## config.mk

```make
export PLATFORM = sky130hd
export DESIGN_NAME = irq_route_regwin
export DESIGN_NICKNAME = d
export VERILOG_FILES = /design/src/rtl/irq_regwin_pkg.sv /design/src/rtl/regwin_decode.sv /design/src/rtl/regwin_entry.sv /design/src/rtl/regwin_rdmux.sv /design/src/rtl/irq_route_regwin.sv
export SDC_FILE = /design/constraint.sdc
export NUM_CORES = 2
export LEC_CHECK = 0
export ABC_AREA = 1
export BUFFER_PORTS_ARGS = -buffer_cell sky130_fd_sc_hd__buf_2
export CAP_MARGIN = 0
export CORE_AREA = 2 2 663 665
export CTS_BUF_LIST = sky130_fd_sc_hd__clkbuf_8 sky130_fd_sc_hd__clkbuf_16
export DETAILED_ROUTE_END_ITERATION = 16
export DIE_AREA = 0 0 665 667
export GPL_ROUTABILITY_DRIVEN = 0
export PLACE_DENSITY = 0.38
export SLEW_MARGIN = 20
export SYNTH_ARGS = -nofsm -noshare
export SYNTH_HDL_FRONTEND = slang
export SYNTH_SLANG_ARGS = --single-unit
```

## constraint.sdc

```tcl
create_clock -name clk -period 3 [get_ports clk]
set_input_delay 0.45 -clock clk [delete_from_list [all_inputs] [get_ports clk]]
set_output_delay 0.45 -clock clk [all_outputs]
set_load 0.02 [all_outputs]
```

## src/rtl/irq_regwin_pkg.sv

```systemverilog
package irq_regwin_pkg;
  localparam logic [7:0] OFS_SEL = 8'h00;
  localparam logic [7:0] OFS_WIN = 8'h10;
  localparam logic [7:0] OFS_EOI = 8'h40;

  localparam logic [7:0] IDX_ID   = 8'h00;
  localparam logic [7:0] IDX_VER  = 8'h01;
  localparam logic [7:0] IDX_ARB  = 8'h02;
  localparam logic [7:0] IDX_TBL0 = 8'h10;

  localparam int ID_LSB    = 24;
  localparam int ID_W      = 4;
  localparam int MAXE_LSB  = 16;
  localparam int DSTAT_BIT = 12;
  localparam int RIRR_BIT  = 14;
  localparam int TRIG_BIT  = 15;
  localparam int MASK_BIT  = 16;

  localparam logic [63:0] ENT_RESET = 64'h0000_0000_0001_0000;
  localparam logic [63:0] ENT_RW    = ~((64'd1 << DSTAT_BIT) | (64'd1 << RIRR_BIT));

  typedef struct packed {
    logic sel_wr;
    logic sel_rd;
    logic win_wr;
    logic win_rd;
    logic eoi_wr;
  } acc_t;
endpackage

```

## src/rtl/regwin_decode.sv

```systemverilog
module regwin_decode
  import irq_regwin_pkg::*;
(
  input  logic       wr_en,
  input  logic       rd_en,
  input  logic [7:0] ofs,
  input  logic [2:0] acc_bytes,
  output acc_t       acc
);
  logic word;
  assign word = (acc_bytes == 3'd4);

  always_comb begin
    acc        = '0;
    acc.sel_wr = wr_en && (ofs == OFS_SEL);
    acc.sel_rd = rd_en && (ofs == OFS_SEL);
    acc.win_wr = wr_en && word && (ofs == OFS_WIN);
    acc.win_rd = rd_en && word && (ofs == OFS_WIN);
    acc.eoi_wr = wr_en && word && (ofs == OFS_EOI);
  end
endmodule

```

## src/rtl/regwin_entry.sv

```systemverilog
module regwin_entry
  import irq_regwin_pkg::*;
(
  input  logic        clk,
  input  logic        rst,
  input  logic        wr_lo,
  input  logic        wr_hi,
  input  logic [31:0] wdata,
  input  logic        rirr_set,
  input  logic        rirr_clr,
  output logic [63:0] ent_q
);
  logic [63:0] cfg_q, cfg_d;
  logic        rirr_q, rirr_d;

  always_comb begin
    cfg_d = cfg_q;
    if (wr_lo) cfg_d[31:0]  = wdata;
    if (wr_hi) cfg_d[63:32] = wdata;
    cfg_d = cfg_d & ENT_RW;

    rirr_d = rirr_q;
    if (rirr_clr) rirr_d = 1'b0;
    if (rirr_set) rirr_d = 1'b1;
    if ((wr_lo || wr_hi) && !cfg_d[TRIG_BIT]) rirr_d = 1'b0;
  end

  always_ff @(posedge clk) begin
    if (rst) begin
      cfg_q  <= ENT_RESET;
      rirr_q <= 1'b0;
    end else begin
      cfg_q  <= cfg_d;
      rirr_q <= rirr_d;
    end
  end

  always_comb begin
    ent_q           = cfg_q;
    ent_q[RIRR_BIT] = rirr_q;
  end
endmodule

```

## src/rtl/regwin_rdmux.sv

```systemverilog
module regwin_rdmux
  import irq_regwin_pkg::*;
#(
  parameter int          NPINS   = 24,
  parameter logic [7:0]  VERSION = 8'h20
)(
  input  logic [7:0]              sel,
  input  logic [ID_W-1:0]         id,
  input  logic [NPINS-1:0][63:0]  ents,
  input  logic [NPINS-1:0]        dstat,
  output logic [31:0]             word
);
  localparam logic [7:0] MAXE = 8'(NPINS - 1);

  logic [7:0] off;
  logic       in_tbl;
  assign off    = sel - IDX_TBL0;
  assign in_tbl = (sel >= IDX_TBL0);

  always_comb begin
    word = '0;
    if (sel == IDX_ID || sel == IDX_ARB) begin
      word[ID_LSB +: ID_W] = id;
    end else if (sel == IDX_VER) begin
      word[7:0]           = VERSION;
      word[MAXE_LSB +: 8] = MAXE;
    end else if (in_tbl) begin
      for (int i = 0; i < NPINS; i++) begin
        if (off[7:1] == 7'(i)) begin
          if (off[0]) begin
            word = ents[i][63:32];
          end else begin
            word            = ents[i][31:0];
            word[DSTAT_BIT] = dstat[i];
          end
        end
      end
    end
  end
endmodule

```

## src/rtl/irq_route_regwin.sv

```systemverilog
module irq_route_regwin
  import irq_regwin_pkg::*;
#(
  parameter int         NPINS   = 24,
  parameter int         ADDR_W  = 12,
  parameter logic [7:0] VERSION = 8'h20
)(
  input  logic                  clk,
  input  logic                  rst,
  input  logic                  wr_en,
  input  logic                  rd_en,
  input  logic [ADDR_W-1:0]     addr,
  input  logic [2:0]            acc_bytes,
  input  logic [31:0]           wdata,
  output logic [31:0]           rdata,
  output logic                  rvalid,
  input  logic [NPINS-1:0]      dstat_in,
  input  logic [NPINS-1:0]      rirr_set,
  input  logic [NPINS-1:0]      rirr_clr,
  output logic [NPINS*64-1:0]   route_tbl,
  output logic                  service_req,
  output logic                  eoi_strobe,
  output logic [7:0]            eoi_vector
);
  localparam logic EOI_OK = (VERSION == 8'h20);

  acc_t                    acc;
  logic [7:0]              sel_q;
  logic [ID_W-1:0]         id_q;
  logic [NPINS-1:0][63:0]  ents;
  logic [31:0]             win_word;
  logic [7:0]              t_off;
  logic                    t_hit;

  regwin_decode u_dec (
    .wr_en(wr_en), .rd_en(rd_en), .ofs(addr[7:0]),
    .acc_bytes(acc_bytes), .acc(acc)
  );

  assign t_off = sel_q - IDX_TBL0;
  assign t_hit = (sel_q >= IDX_TBL0) && (t_off[7:1] < 7'(NPINS));

  for (genvar g = 0; g < NPINS; g++) begin : g_ent
    logic hit_g;
    assign hit_g = acc.win_wr && t_hit && (t_off[7:1] == 7'(g));
    regwin_entry u_ent (
      .clk(clk), .rst(rst),
      .wr_lo(hit_g && !t_off[0]), .wr_hi(hit_g && t_off[0]),
      .wdata(wdata), .rirr_set(rirr_set[g]), .rirr_clr(rirr_clr[g]),
      .ent_q(ents[g])
    );
    assign route_tbl[g*64 +: 64] = ents[g];
  end

  regwin_rdmux #(.NPINS(NPINS), .VERSION(VERSION)) u_mux (
    .sel(sel_q), .id(id_q), .ents(ents), .dstat(dstat_in), .word(win_word)
  );

  always_ff @(posedge clk) begin
    if (rst) begin
      sel_q       <= '0;
      id_q        <= '0;
      rdata       <= '0;
      rvalid      <= 1'b0;
      service_req <= 1'b0;
      eoi_strobe  <= 1'b0;
      eoi_vector  <= '0;
    end else begin
      if (acc.sel_wr) sel_q <= wdata[7:0];
      if (acc.win_wr && sel_q == IDX_ID) id_q <= wdata[ID_LSB +: ID_W];

      rvalid <= rd_en;
      if (acc.sel_rd)      rdata <= {24'd0, sel_q};
      else if (acc.win_rd) rdata <= win_word;
      else                 rdata <= '0;

      service_req <= acc.win_wr && t_hit;
      eoi_strobe  <= acc.eoi_wr && EOI_OK;
      if (acc.eoi_wr && EOI_OK) eoi_vector <= wdata[7:0];
    end
  end
endmodule

```

==> metrics <==
max incr delay on CP=0.39 ns; Post-synth top flop=dfxtp_1; worst-skew pair later-pin latency=0.96 ns; CP required=3.82 ns; static leakage=45.7 nW; RR Startpoint=sel_q[4]$_SDFFE_PP0P_; Worst R2R Setup Slack=-1.34 ns; fmax=231 MHz; chip height=667 um; Yosys reg bits=1567; IO buf count=1673; final setup vio count=1542; Starting Density=15.6%; Layout Cells excl Fill=17.6k; CTS root buf=clkbuf_16; Worst setup EP type=flip-flop; Startpoint Class=flip-flop; worst slew pin tran=1.03 ns; total CTS buffers=205; Final Hold Vio Count=0; Synth area leader=dfxtp_1; Pre-antenna DRT Iters=6; Cell Area, Synth=0.0679 mm^2; average wire per standard cell=34.1 um; Final Max Slew Viols=0; RSZ-0062 raised after global routing=true; CP max-delay cell=nand4_1; Die X=665 um; Routed WL=600000 um; Rows=243; # IOs=1702; cells after synthesis=9118; CTS H-tree depth=4; status=finished with violations; Critical Path Fanout Max=6; vias in the first global route=73.6k; Setup Total Neg Slack=-545.18 ns; synthesized area per cell=7.45 um^2; crit path to=rdata[7]$_SDFF_PP0_; Seq/Total Area, Yosys=46.2%; drt drc=0; Final WS setup=-1.34 ns; final hold slack=0.0869 ns; CP Depth=28; min Tclk post-route=4.34 ns; met2 GRT Util=41.8%; post-layout net count=11.8k; worst slack at placement=-2.19 ns; DRT iter0 DRCs=8147; Max Cap Violations=0; CTS sink count=1567; Total GRT Usage=25.4%; HPWL after detailed placement=467000 um; most used cell, CP=nand4_1; area grow syn2layout=54.0%; synth top area cells=dfxtp_1 46%, o21ai_0 8.1%, a21oi_1 7.7%; first-pass GRT wire length=755000 um; Synth warnings=0; DP Cell Count=17.0k; CP Class=flip-flop to flip-flop; EDFF count, synth=0; core area=0.437 mm^2; worst vdd ir=0.474 mV; met3 usage=5.43%; share of cells above drive strength 1=35.1%; critical path startpoint=sel_q[4]$_SDFFE_PP0P_; failing checks=setup timing; end of the worst register-to-register path=rdata[7]$_SDFF_PP0_; final antenna-violating net count=0; Reg clk slew, reported paths=0.06 ns; Avg Vias per Cell=4.52; CTS tree=done; Vias=79.5k; period utilization=145%; Multi-input gate area=0.0319 mm^2; Worst Skew=0.0811 ns; clk buf depth=4; met1 layer usage reported by global route=31.8%; layer with the highest usage=met2; WP buf/inv=8; Top delay family on crit path=simple AND/OR/NAND/NOR gates; R2R cell count=28; initial antenna violation count=67; type of the tightest min-delay check=primary input to flip-flop; crit path DAT=5.15 ns; Synth cell types=44; Synth top area share=46.2%; gr ovfl total=0; Slew HR=31.5%; die area=0.444 mm^2; power per cell area=477 mW/mm^2; fillers=48.7k; asr flop ratio synth=0%; area occupied by registers=0.0314 mm^2; post-layout util=24.0%; largest net degree at the start of global routing=137
-- where the power goes --
part | switching (mW) | total (mW) | internal (mW) | leakage [nW]
Combinational | 1.98 | 2.41 | 0.437 | 29.5
Clock | 11.2 | 26.7 | 15.5 | 3.65
Sequential | 0.0180 | 20.8 | 20.8 | 12.6
Total | 13.2 | 49.9 | 36.7 | 45.7
-- Yosys cell counts (2+ instances only) --
cell       instances
nor2_1           989
nand3_2            3
or2_2            165
o21ai_1           18
nand2_2            5
a21oi_1         1043
or2_0              2
a31oi_1           45
a211oi_1         559
nand4_1          146
nor3_1            40
buf_4             55
buf_2            186
nor2_4             9
buf_1             59
o2111ai_1          2
nor3_2            22
nor3_4             2
dfxtp_1         1567
ha_1               2
clkbuf_1         627
mux2i_1           12
nor2_2            10
nand2_1         1147
o211ai_1         354
nand3_1          115
clkinv_1           2
inv_2             18
o21ai_0         1105
nand3b_1           2
inv_1            776
o21a_1             8
o31ai_1           12
-- per-stage QoR --
step,power (mW),instance area (um^2)
3_5_place_dp,23.7,93000
2_1_floorplan,22.0,68000
4_1_cts,50.4,102000
5_1_grt,51.1,105000
3_3_place_gp,23.7,93000
6_report,49.9,105000
-- registers in the layout, summed over array words and instances (netlist names) --
register,count
service_req,1
eoi_vector,8
rvalid,1
g_ent.u_ent.cfg_q,1488
rdata,32
eoi_strobe,1
sel_q,8
g_ent.u_ent.rirr_q,24
id_q,4
-- what timing repair did --
action                                  CTS  global route
hold endpoints to repair                 40             1
hold buffers                             57             1
resized for setup                       356           369
pin swaps                               115           157
endpoints found under the setup margin  614          1544
setup buffers                            35            69
cloned                                    5            26
-- worst min path at each step --
stage | start | end | slack (ns) | cells past startpoint
after floorplan | id_q[0]$_SDFFE_PP0P_ | id_q[0]$_SDFFE_PP0P_ | 0.44 | 1
after global placement | id_q[3]$_SDFFE_PP0P_ | id_q[3]$_SDFFE_PP0P_ | 0.45 | 1
after detailed placement | id_q[2]$_SDFFE_PP0P_ | id_q[2]$_SDFFE_PP0P_ | 0.45 | 1
after global routing | wdata[15] | g_ent[6].u_ent.cfg_q[47]$_SDFFE_PP0P_ | 0.05 | 3
after CTS | rirr_set[5] | g_ent[5].u_ent.rirr_q$_SDFFE_PP0P_ | 0.001 | 4
final | wdata[7] | sel_q[7]$_SDFFE_PP0P_ | 0.09 | 3
-- kinds of logic after synthesis --
logic type | count (synthesis) | share of synthesized area [%]
buffers and inverters | 1724 | 10.2
other | 1 | 0.00552
AND/OR/NAND/NOR | 2663 | 16.7
multiplexers | 13 | 0.193
adder cells (fa/ha/maj) | 2 | 0.0368
flip-flops | 1567 | 46.2
AO/OA/AOI/OAI | 3148 | 26.7
-- cell type report --
type | count | share of cell area [%]
diodes | 24 | 0.0574
clock buffers | 255 | 5.56
clock inverters | 117 | 1.22
inverters | 796 | 2.91
multi-input cells | 5850 | 30.5
flip-flops and latches | 1567 | 30.0
well taps | 5757 | 6.89
repair buffers | 3242 | 22.9
repair inverters | 1 | 0.00837
-- tightest hold or removal path: stages --
cell	delay [ns]
buf_2	0.17
clkinv_2	0.21
a21oi_1	0.10
-- metal layers --
metal,part of all wire (%),vias up,wire length (um)
met4,5.4,8,32200
met3,7.0,717,41900
met5,0.0090,-,54
li1,-,36015,-
met2,46,3499,278000
met1,41,39291,248000
-- placed cells by master (no fill, tap or decap), types with 44 or more instances in the layout --
cell           instances
clkinv_2              44
a21oi_1             1030
clkbuf_8              50
buf_12               213
nand2_2              115
clkbuf_16            224
buf_6                100
dlygate4sd3_1         58
nand2_1              983
o211ai_1             354
nand3_1               78
buf_4               1161
o21ai_1               47
dfxtp_1             1563
nand4_1              146
o21ai_0             1055
or2_2                165
buf_2               1671
inv_1                776
nor2_1               923
nor2_4                54
a211oi_1             540
Power figures use the tool's default switching activity.
